===== src/rtl/can_stuff_pkg.sv =====
package can_stuff_pkg;

  // Identical bits allowed on the line before a complement is forced.
  localparam int unsigned STUFF_RUN_DEFAULT = 5;

  // Classification of one received slot.
  typedef enum logic [1:0] {
    SLOT_IDLE  = 2'd0,
    SLOT_DATA  = 2'd1,
    SLOT_DROP  = 2'd2,
    SLOT_FAULT = 2'd3
  } rx_slot_e;

endpackage


===== src/rtl/can_run_tracker.sv =====
module can_run_tracker #(
  parameter int unsigned RUN_LEN = 5,
  parameter int unsigned CNT_W   = $clog2(RUN_LEN + 1)
) (
  input  logic clk,
  input  logic rst_n,
  input  logic step,
  input  logic clear,
  input  logic bit_in,
  output logic last_bit,
  output logic run_full
);

  localparam logic [CNT_W-1:0] CNT_ONE  = CNT_W'(1);
  localparam logic [CNT_W-1:0] CNT_FULL = CNT_W'(RUN_LEN);

  logic [CNT_W-1:0] cnt_q, cnt_d;
  logic             last_q, last_d;
  logic             cnt_en;

  assign run_full = (cnt_q == CNT_FULL);
  assign last_bit = last_q;
  assign cnt_en   = clear | step;

  // A full run never extends: the next bit, stuffed or faulty, opens a new run.
  always_comb begin
    cnt_d  = cnt_q;
    last_d = last_q;
    if (clear) begin
      cnt_d = '0;
    end else if (step) begin
      last_d = bit_in;
      if ((cnt_q != '0) && (bit_in == last_q) && !run_full) begin
        cnt_d = cnt_q + CNT_ONE;
      end else begin
        cnt_d = CNT_ONE;
      end
    end
  end

  always_ff @(posedge clk or negedge rst_n) begin
    if (!rst_n) begin
      cnt_q  <= '0;
      last_q <= 1'b1;
    end else if (cnt_en) begin
      cnt_q  <= cnt_d;
      last_q <= last_d;
    end
  end

endmodule


===== src/rtl/can_stuff_tx.sv =====
module can_stuff_tx #(
  parameter int unsigned RUN_LEN = 5,
  parameter int unsigned CNT_W   = $clog2(RUN_LEN + 1)
) (
  input  logic clk,
  input  logic rst_n,
  input  logic bit_tick,
  input  logic region,
  input  logic src_bit,
  output logic src_ready,
  output logic line_bit
);

  logic last_bit, run_full;
  logic stuff_slot;
  logic emit_bit;
  logic line_q, line_d;

  assign stuff_slot = region & run_full;
  assign emit_bit   = stuff_slot ? ~last_bit : src_bit;
  assign src_ready  = ~stuff_slot;

  can_run_tracker #(
    .RUN_LEN (RUN_LEN),
    .CNT_W   (CNT_W)
  ) i_run (
    .clk      (clk),
    .rst_n    (rst_n),
    .step     (bit_tick),
    .clear    (~region),
    .bit_in   (emit_bit),
    .last_bit (last_bit),
    .run_full (run_full)
  );

  always_comb begin
    line_d = line_q;
    if (bit_tick) begin
      line_d = emit_bit;
    end
  end

  always_ff @(posedge clk or negedge rst_n) begin
    if (!rst_n) begin
      line_q <= 1'b1;
    end else if (bit_tick) begin
      line_q <= line_d;
    end
  end

  assign line_bit = line_q;

endmodule


===== src/rtl/can_destuff_rx.sv =====
module can_destuff_rx
  import can_stuff_pkg::*;
#(
  parameter int unsigned RUN_LEN = 5,
  parameter int unsigned CNT_W   = $clog2(RUN_LEN + 1)
) (
  input  logic clk,
  input  logic rst_n,
  input  logic bit_tick,
  input  logic region,
  input  logic line_bit,
  output logic data_valid,
  output logic data_bit,
  output logic stuff_err
);

  logic     last_bit, run_full;
  rx_slot_e slot_kind;
  logic     valid_q, valid_d;
  logic     err_q, err_d;
  logic     bit_q, bit_d;

  can_run_tracker #(
    .RUN_LEN (RUN_LEN),
    .CNT_W   (CNT_W)
  ) i_run (
    .clk      (clk),
    .rst_n    (rst_n),
    .step     (bit_tick),
    .clear    (~region),
    .bit_in   (line_bit),
    .last_bit (last_bit),
    .run_full (run_full)
  );

  always_comb begin
    if (!bit_tick) begin
      slot_kind = SLOT_IDLE;
    end else if (!region) begin
      slot_kind = SLOT_DATA;
    end else if (run_full) begin
      slot_kind = (line_bit == last_bit) ? SLOT_FAULT : SLOT_DROP;
    end else begin
      slot_kind = SLOT_DATA;
    end
  end

  always_comb begin
    valid_d = (slot_kind == SLOT_DATA);
    err_d   = (slot_kind == SLOT_FAULT);
    bit_d   = bit_tick ? line_bit : bit_q;
  end

  always_ff @(posedge clk or negedge rst_n) begin
    if (!rst_n) begin
      valid_q <= 1'b0;
      err_q   <= 1'b0;
      bit_q   <= 1'b1;
    end else begin
      valid_q <= valid_d;
      err_q   <= err_d;
      bit_q   <= bit_d;
    end
  end

  assign data_valid = valid_q;
  assign stuff_err  = err_q;
  assign data_bit   = bit_q;

endmodule


===== src/rtl/can_stuff_codec.sv =====
module can_stuff_codec
  import can_stuff_pkg::*;
#(
  parameter int unsigned RUN_LEN = STUFF_RUN_DEFAULT
) (
  input  logic clk,
  input  logic rst_n,
  input  logic bit_tick,
  input  logic tx_region,
  input  logic tx_src_bit,
  output logic tx_ready,
  output logic tx_bit_out,
  input  logic rx_region,
  input  logic rx_bit_in,
  output logic rx_bit_valid,
  output logic rx_bit_out,
  output logic rx_stuff_err
);

  localparam int unsigned CNT_W = $clog2(RUN_LEN + 1);

  can_stuff_tx #(
    .RUN_LEN (RUN_LEN),
    .CNT_W   (CNT_W)
  ) i_tx (
    .clk       (clk),
    .rst_n     (rst_n),
    .bit_tick  (bit_tick),
    .region    (tx_region),
    .src_bit   (tx_src_bit),
    .src_ready (tx_ready),
    .line_bit  (tx_bit_out)
  );

  can_destuff_rx #(
    .RUN_LEN (RUN_LEN),
    .CNT_W   (CNT_W)
  ) i_rx (
    .clk        (clk),
    .rst_n      (rst_n),
    .bit_tick   (bit_tick),
    .region     (rx_region),
    .line_bit   (rx_bit_in),
    .data_valid (rx_bit_valid),
    .data_bit   (rx_bit_out),
    .stuff_err  (rx_stuff_err)
  );

endmodule


===== config.mk =====
export PLATFORM = sky130hd
export DESIGN_NAME = can_stuff_codec
export DESIGN_NICKNAME = d
export VERILOG_FILES = /design/src/rtl/can_stuff_pkg.sv /design/src/rtl/can_run_tracker.sv /design/src/rtl/can_stuff_tx.sv /design/src/rtl/can_destuff_rx.sv /design/src/rtl/can_stuff_codec.sv
export SDC_FILE = /design/constraint.sdc
export NUM_CORES = 1
export LEC_CHECK = 0
export ABC_AREA = 0
export BUFFER_PORTS_ARGS = -buffer_cell sky130_fd_sc_hd__buf_4
export CAP_MARGIN = 25
export CORE_AREA = 5 5 45 47
export DETAILED_ROUTE_END_ITERATION = 7
export DIE_AREA = 0 0 50 52
export PLACE_DENSITY = 0.67
export SLEW_MARGIN = 20
export SYNTH_ARGS = -nofsm -noshare
export SYNTH_HDL_FRONTEND = slang
export SYNTH_SLANG_ARGS = --single-unit

===== constraint.sdc =====
create_clock -name clk -period 1.3 [get_ports clk]
set_input_delay 0.065 -clock clk [delete_from_list [all_inputs] [get_ports clk]]
set_output_delay 0.065 -clock clk [all_outputs]
set_load 0.03 [all_outputs]

== Yosys cells after proc, flatten, opt, wreduce, memory -nomap -nowiden ==
Cells that the tools add are included.
Word-level totals
  flip-flop bits (word level): 12
  bits of input ports: 7
  output and inout bits: 5
  word-level logic and storage cells: 48
Operators by class
  add/subtract/negate cells: 2
  eq/ne operators: 8
  muxes and demuxes: 11
  bitwise gates (word level): 7
  reduce and logical (&&, ||, !) cells: 12
Operators with widths (count)
  $mux W3: 6
  $add A3 B1 Y3 const B: 2
  $eq A3 B3 Y1 const B: 2
  $mux W2: 3
  $reduce_and A3 Y1: 2
  $reduce_bool A3 Y1: 2
  $logic_and A1 B1 Y1: 4
  $ne A2 B2 Y1 const B: 2
  $not A1 Y1: 4
  $reduce_and A2 Y1: 2
  $eq A1 B1 Y1: 2
  $eq A2 B1 Y1 const B: 1
  $eq A2 B2 Y1 const B: 1
  $logic_not A1 Y1: 2
  $mux W1: 2
  $or A1 B1 Y1: 2
  $and A1 B1 Y1: 1

== Longest topological paths before layout ==
Gate-level depths: netlist of the first run.
  word-level depth: 9
  gate-level depth with buffers: 5
  mapped depth without buffers: 5

== Hierarchy ==
Synthesis of the first run repeated with hierarchy kept, for this count alone.
Second synthesis, totals
  cells, all modules: 63
  area, all modules: 730.7 µm²
Modules (own cells, without submodules)
  can_run_tracker: instances 2, cells each 23, area each 266.5 µm², seq. area each 101.3 µm²
  can_destuff_rx: instances 1, cells each 9, area each 123.9 µm², seq. area each 76.3 µm²
  can_stuff_tx: instances 1, cells each 8, area each 73.8 µm², seq. area each 26.3 µm²

== Least setup slack after synthesis of the first run ==
Ideal clock, no wire load.
  kind: reg-to-reg
  start: reg i_tx.i_run.cnt_q[1]
  end: reg i_tx.i_run.last_q (netlist: i_tx.i_run.last_bit)
  library setup time: 0.085 ns
  arrival time: 1.369 ns
  data required time: 1.215 ns
  slack: -0.154 ns
  stages on the path, launching flop included: 6
  path buffers: 0
  clock period less this slack: 1.454 ns
  cells stage by stage: dfrtp_1 > inv_1 > ha_1 > nand3_1 > mux2i_1 > mux2_1
Between the ends
  cells in the longest elaborated chain, start to end: 3
RTL lines
  start, declared: line can_run_tracker.sv:17  | logic [CNT_W-1:0] cnt_q, cnt_d;
  start signal, assigned: line can_run_tracker.sv:46  | cnt_q <= cnt_d;
  $eq A3 B3 Y1: line can_run_tracker.sv:21  | assign run_full = (cnt_q == CNT_FULL);
  $and A1 B1 Y1: line can_stuff_tx.sv:19  | assign stuff_slot = region & run_full;
  $mux W1: line can_stuff_tx.sv:20  | assign emit_bit = stuff_slot ? ~last_bit : src_bit;
  end signal, assigned: line can_run_tracker.sv:47  | last_q <= last_d;
  end, declared: line can_run_tracker.sv:18  | logic last_q, last_d;
Every way passes these cells.
A chain may end at the register's enable or synchronous reset.

== Final worst setup path of the first run ==
  start: reg i_rx.i_run.cnt_q[0]
  end: reg i_rx.i_run.cnt_q[2]
Between the ends
  cells in the longest elaborated chain, start to end: 6
  elaborated cells on any way between the ends: 9
  those cells by class: 1 x add/sub; 1 x eq/ne; 3 x mux; 4 x reduce/logical
RTL lines
  start, declared: line can_run_tracker.sv:17
  start signal, assigned: line can_run_tracker.sv:46
  parallel branches: the longest is 3 deep, another holds $add A3 B1 Y3
  $mux W3 *: line can_run_tracker.sv:33  | if ((cnt_q != '0) && (bit_in == last_q) && !run_full) begin
  $mux W3 *: line can_run_tracker.sv:31  | end else if (step) begin
  $mux W3 *: line can_run_tracker.sv:29  | if (clear) begin
Every way passes the cells marked *. The select of a mux whose other input is x is not followed.

==> flow_metrics.tcl, run 1 <==
set metrics [dict create \
    ant_nets 0 \
    cp.arrival_ps 1470 \
    clkTransAtPathRegs_ps 70 \
    die_x_um 50 \
    power_mw 0.824 \
    status "complete, no violations" \
    cp_top_family "simple AND/OR/NAND/NOR gates" \
    dpl_cell_area_sq_um 805 \
    grt_start_max_net_pins 19 \
    drive_gt1_frac 0.405 \
    start_util 0.419 \
    hold_class "primary input to flop" \
    wl_met2_um 647 \
    yosysWarningCount 0 \
    critPathMaxStageDelay_ps 510 \
    critical_path_class "flop to flop" \
    path_buf_inv 0 \
    r2r_slack_ps 20 \
    slowest_stage "or4b_1" \
    relSlewSlack 0.856 \
    dp_slack_ps -15.1 \
    whs_ps 49.8 \
    fin_skew_ps 2.20 \
    area_delta_synth_final_pct 29.6 \
    ios 12 \
    timing.fmax_ghz 0.779 \
    cts_tree "done" \
    vias 513 \
    io_buffers 11 \
    die_area_sq_um 2600 \
    ys_types 26 \
    drt_iter0_drc 7 \
    synth_seq_cells 12 \
    tightest_slew_ps 215 \
    netlist_area_sq_um 676 \
    fin_cells 96 \
    met1_length_um 522 \
    startpoint_type "flop" \
    final_util 0.543 \
    stdcell_area_sq_um 876 \
    num-nets-final 94 \
    antenna_found_initial 0 \
    p_clk_frac 0.263 \
    grtUsageTotal 0.108 \
    crit_chain "ha_2, or4b_1, o211ai_1" \
    seqPwrFrac 0.519 \
    finalCritPeriodShare 0.988 \
    antenna_cells 0 \
    p_leak_nw 0.385 \
    clk-insertion-delay-late_ps 270 \
    p_sw_frac 0.267 \
    row_count 15 \
    p_per_area_nw_per_um2 941 \
    endpoint_kind "flop" \
    top_layer "met4" \
    tns_ps 0 \
    htree_levels 1 \
    netlist_instances 62 \
    power.switching_mw 0.220 \
    core_area_sq_um 1610 \
    min_period_ps 1280 \
    fin_ws_ps 15.9 \
    internal_power_mw 0.604 \
    clock_path_buffers 2 \
    fillers 150 \
    die_h_um 52 \
    cp_max_fo 3 \
    drt-vias-per-instance 5.34 \
    cts.sinks 12 \
    maxSlewViolCount 0 \
    grt_pass1_wl_um 2150 \
    synth.avg_cell_area_sq_um 10.9 \
    cts_made_buffers 3 \
    drt-pass1-iter-count 4 \
    dp_hpwl_um 920 \
    overflow 0 \
    finalHoldViolCount 0 \
    vdd.ir_drop.worst_mv 0.546 \
    ys_seq_area_frac 0.452 \
    place_inst 91 \
    met3_length_um 39 \
    setup_viol 0 \
    synth_fp_nets 75 \
    cts_root_buffer "clkbuf_4" \
    required_ps 1490 \
    gp_congestion 0.719 \
    power.share.combinational 0.218 \
    wire_per_inst_um 12.9 \
    rsz0062_at_grt "true" \
    grt_pass1_vias 533 \
    drt-total-wl_um 1240 \
    drc 0 \
    maxCapViolCount 0 \
]
synthesized netlist by cell type:
library cell / instances / area share
dfstp_2: 4 / 0.16
nand2b_1: 1 / 0.0093
o21ai_0: 1 / 0.0074
or4b_1: 1 / 0.015
o211ai_1: 1 / 0.011
and4bb_1: 1 / 0.019
o21ai_1: 3 / 0.022
nand3_1: 5 / 0.037
and2_1: 1 / 0.0093
ha_1: 6 / 0.11
xnor2_2: 1 / 0.024
o22ai_1: 1 / 0.0093
xnor2_1: 1 / 0.013
nand3b_1: 1 / 0.011
mux2_1: 3 / 0.050
and3b_1: 1 / 0.013
a21oi_1: 1 / 0.0074
mux2_2: 1 / 0.017
mux2i_1: 3 / 0.044
dfrtp_1: 8 / 0.30
nand2_1: 6 / 0.033
a41oi_1: 2 / 0.026
nor2_1: 1 / 0.0056
buf_2: 2 / 0.015
a21boi_0: 1 / 0.011
inv_1: 5 / 0.028
power by group through the flow:
stage               clock, mW  combinational (mW)  sequential [mW]
floorplan                   0              0.0759            0.448
global placement            0               0.159            0.432
detailed placement          0               0.164            0.434
CTS                     0.225               0.171            0.427
global route            0.242               0.198            0.431
finish                  0.217               0.180            0.427
repair_timing:
action | CTS | global route
hold buffers | 1 | 0
buffers inserted | 1 | 0
endpoints found under the hold margin | 12 | 0
endpoints found under the setup margin | 3 | 6
gates resized for setup | 3 | 6
pin swaps | 1 | 4
routing by layer:
layer	up-vias	GRT usage
met5	-	0
met1	247	0.120
met3	3	0.0201
li1	254	-
met2	9	0.188
met4	0	0.0655
placed cells by master, fill, tap and decap left out, types with 2 or more instances in the layout:
cell      synthesis  routed
a41oi_1           2       2
buf_4             0      14
clkbuf_4          0       3
dfrtp_1           8       8
dfstp_2           4       4
ha_1              6       3
ha_2              0       3
inv_1             5       4
mux2_1            3       3
mux2i_1           3       2
nand2_1           6       6
nand3_1           5       4
o21ai_1           3       2
kinds of logic after synthesis:
| group | synth area share |
|---|---|
| AOI/OAI and AO/OA | 0.0944 |
| xor gates and xnor gates | 0.0370 |
| adders and majority gates | 0.111 |
| buffers and inverters | 0.0426 |
| DFF | 0.452 |
| muxes | 0.111 |
| and+or+nand+nor | 0.152 |
registers in the layout (all words and copies together) (netlist names):
register,cells
i_rx.data_bit,1
i_rx.data_valid,1
i_rx.i_run.cnt_q,3
i_rx.i_run.last_bit,1
i_rx.stuff_err,1
i_tx.i_run.cnt_q,3
i_tx.i_run.last_bit,1
i_tx.line_bit,1
layout make-up:
| cell class | instances | area [sq um] | area share |
|---|---|---|---|
| repair buffers | 16 | 126 | 0.144 |
| multi-input cells | 43 | 382 | 0.436 |
| clock buffers | 3 | 22.5 | 0.0257 |
| inverters | 5 | 18.8 | 0.0214 |
| well taps | 17 | 21.3 | 0.0243 |
| flip-flops and latches | 12 | 305 | 0.349 |
path summary, 6_finish.rpt:
check | startpoint | endpoint | depth (start not counted)
setup / recovery | i_rx.i_run.cnt_q[0] | i_rx.i_run.cnt_q[2] | 3
hold / removal | rx_bit_in | i_rx.data_bit | 2
setup reg to reg | i_rx.i_run.cnt_q[0] | i_rx.i_run.cnt_q[2] | 3
hold reg to reg | i_tx.i_run.cnt_q[1] | i_tx.i_run.cnt_q[1] | 2
max in group asynchronous | rst_n | i_rx.data_bit | 2
min in group asynchronous | rst_n | i_rx.i_run.cnt_q[1] | 2
Power figures use the tool's default switching activity.
==> run 2, diff against run 1 <==
--- a/config.mk
+++ b/config.mk
@@ -5,7 +5,7 @@
 export SDC_FILE = /design/constraint.sdc
 export NUM_CORES = 1
 export LEC_CHECK = 0
-export ABC_AREA = 0
+export ABC_AREA = 1
 export BUFFER_PORTS_ARGS = -buffer_cell sky130_fd_sc_hd__buf_4
 export CAP_MARGIN = 25
 export CORE_AREA = 5 5 45 47
==> run 2 against run 1 <==
Net effect:
- clock power increased by 36%
- critical path depth up 1
- non-clock buffer count down 2
- critical endpoint is now tx_ready
- largest power group unchanged
==> flow_metrics.tcl, run 2 <==
set metrics [dict create \
    cts_made_buffers 3 \
    grt_pass1_vias 580 \
    tightest_slew_ps 243 \
    cp.arrival_ps 1180 \
    dp_hpwl_um 1030 \
    final_util 0.534 \
    gp_congestion 0.777 \
    synth.avg_cell_area_sq_um 8.29 \
    num-nets-final 112 \
    maxSlewViolCount 0 \
    slowest_stage "dfrtp_1" \
    reg2reg_from "i_tx.i_run.cnt_q[1]" \
    hold_depth 3 \
    synth_area_leaders "dfrtp_1 (30%), dfstp_2 (16%), nand2_1 (13%)" \
    synthFlopType "dfrtp_1" \
    io_buffers 11 \
    power_mw 0.864 \
    p_per_area_nw_per_um2 1000 \
    netlist_area_sq_um 672 \
    required_ps 1240 \
    fin_skew_ps 8.02 \
    drt_iter0_drc 5 \
    clock_path_buffers 2 \
    synth_top_area_frac 0.298 \
    wire_per_inst_um 11.4 \
    clk-insertion-delay-late_ps 270 \
    finalCritPeriodShare 0.961 \
    critical_path_class "flop to output port" \
    r2r_cells 8 \
    start_util 0.416 \
    ys_seq_area_frac 0.454 \
    netlist_instances 81 \
    hold_end "i_tx.line_bit" \
    hp-start "bit_tick" \
    grtUsageTotal 0.118 \
    cp_top_family "flip-flops" \
    crit_chain "inv_2, ha_4, nand3_4, buf_4" \
    antenna_found_initial 0 \
    die_h_um 52 \
    synth_edf_count 0 \
    ys_types 17 \
    clkTransAtPathRegs_ps 80 \
    grt_pass1_wl_um 2300 \
    cp_max_fo 4 \
    die_area_sq_um 2600 \
    drt-vias-per-instance 4.74 \
    path_buf_inv 2 \
    startpoint_type "flop" \
    r2r_end "i_tx.i_run.cnt_q[0]" \
    register_area_sq_um 305 \
    hold_class "primary input to flop" \
    maxCapViolCount 0 \
    vias 545 \
    vdd.ir_drop.worst_mv 0.650 \
    antenna_cells 0 \
    rsz0062_at_grt "true" \
    overflow 0 \
    core_area_sq_um 1610 \
    cts_tree "done" \
    htree_levels 1 \
    timing.fmax_ghz 0.801 \
    yosysWarningCount 0 \
    critPathMaxStageDelay_ps 410 \
    min_period_ps 1250 \
    final_cell_mix "nand2_1 (23), inv_1 (13), buf_4 (13)" \
    place_inst 109 \
    endpoint_kind "output port" \
    status "complete, no violations" \
    drt-total-wl_um 1310 \
    cts.sinks 12 \
    multi_input_area_sq_um 339 \
    top_regs "i_rx.i_run.cnt_q: 3 flops, i_tx.i_run.cnt_q: 3 flops" \
    relSlewSlack 0.838 \
    r2r_slack_ps 70 \
    synth_fp_nets 94 \
    yosysTopAreaCell "dfrtp_1" \
    final_common_cell "nand2_1" \
    ant_nets 0 \
    fillers 152 \
    grt_start_max_net_pins 13 \
    drc 0 \
    drt-pass1-iter-count 4 \
    synth_most_common_cell "nand2_1" \
    drive_gt1_frac 0.286 \
    die_x_um 50 \
    row_count 15 \
    p_leak_nw 0.447 \
    async_reset_ff_frac 1.00 \
    cts_root_buffer "clkbuf_4" \
    fin_cells 115 \
    synth_seq_cells 12 \
    synth.top_cells.by_count "nand2_1 (24), inv_1 (14), dfrtp_1 (8), ha_1 (6), o21ai_0 (6)" \
    setup_viol 0 \
    area_delta_synth_final_pct 28.3 \
    finalHoldViolCount 0 \
    ios 12 \
]
run 2: cell types whose count changed in the layout (fill, tap and decap cells not counted), sizes merged, moves of 2 or more:
cell and change:
nand2 +18, inv +9, mux2 -4, nor2 +4, mux2i -3, a41oi -2, buf -2, nand4 +2
o21ai +2
run 2: repair_timing:
item                       CTS  global route
pin swaps                    0             2
hold buffers                 1             0
gates resized for setup      2             5
setup endpoints to repair    2             4
setup buffers                0             1
hold endpoints to repair    12             0
run 2: cell type report:
cell class | count | share of cell area
timing repair buffer | 14 | 0.125
tap | 17 | 0.0247
clock buffer | 4 | 0.0421
sequential | 12 | 0.354
inverter | 14 | 0.0610
multi-input combinational | 54 | 0.393
run 2: cell families after synthesis:
logic type / synth area share
XOR/XNOR: 0.0261
buffers and inverters: 0.0857
AO/OA/AOI/OAI: 0.0931
flip-flops: 0.454
AND/OR/NAND/NOR: 0.229
adder cells (fa/ha/maj): 0.112
run 2: per-stage QoR:
stage | setup slack, ps | hold slack, ps | cell area, sq um | TNS [ps]
2_1_floorplan | 10.5 | -231 | 679 | 0
3_3_place_gp | 59.2 | -88.5 | 786 | 0
3_5_place_dp | -11.2 | -89.0 | 786 | -11.2
4_1_cts | 15.3 | 30.4 | 845 | 0
5_1_grt | -14.3 | 70.0 | 862 | -25.2
6_report | 51.2 | 34.1 | 862 | 0
run 2: worst max-delay path by stage:
stage / startpoint / to / slack (ps) / cells past startpoint
CTS: i_tx.i_run.cnt_q[1] / tx_ready / 20 / 4
global placement: i_tx.i_run.cnt_q[0] / i_tx.i_run.cnt_q[0] / 60 / 7
detailed placement: i_tx.i_run.cnt_q[1] / i_tx.i_run.cnt_q[0] / -10 / 8
global route: i_tx.i_run.cnt_q[1] / i_tx.i_run.cnt_q[0] / -10 / 8
floorplan: i_tx.i_run.cnt_q[0] / i_tx.i_run.cnt_q[0] / 10 / 7
finish: i_tx.i_run.cnt_q[1] / tx_ready / 50 / 4
run 2: report_power, final:
group | switching (mW) | internal (mW) | total [mW]
registers | 0.0175 | 0.404 | 0.422
logic | 0.0819 | 0.0636 | 0.146
clock network | 0.126 | 0.170 | 0.296
run 2: layer usage:
layer,global-route usage,wire length [um]
met1,0.113,534
met4,0.0655,0
met2,0.215,731
met5,0,0
met3,0.0401,48
run 2: worst min-delay path, stage by stage:
cell and delay (ps):
buf_4 140, nand2_1 60, nand2_1 40
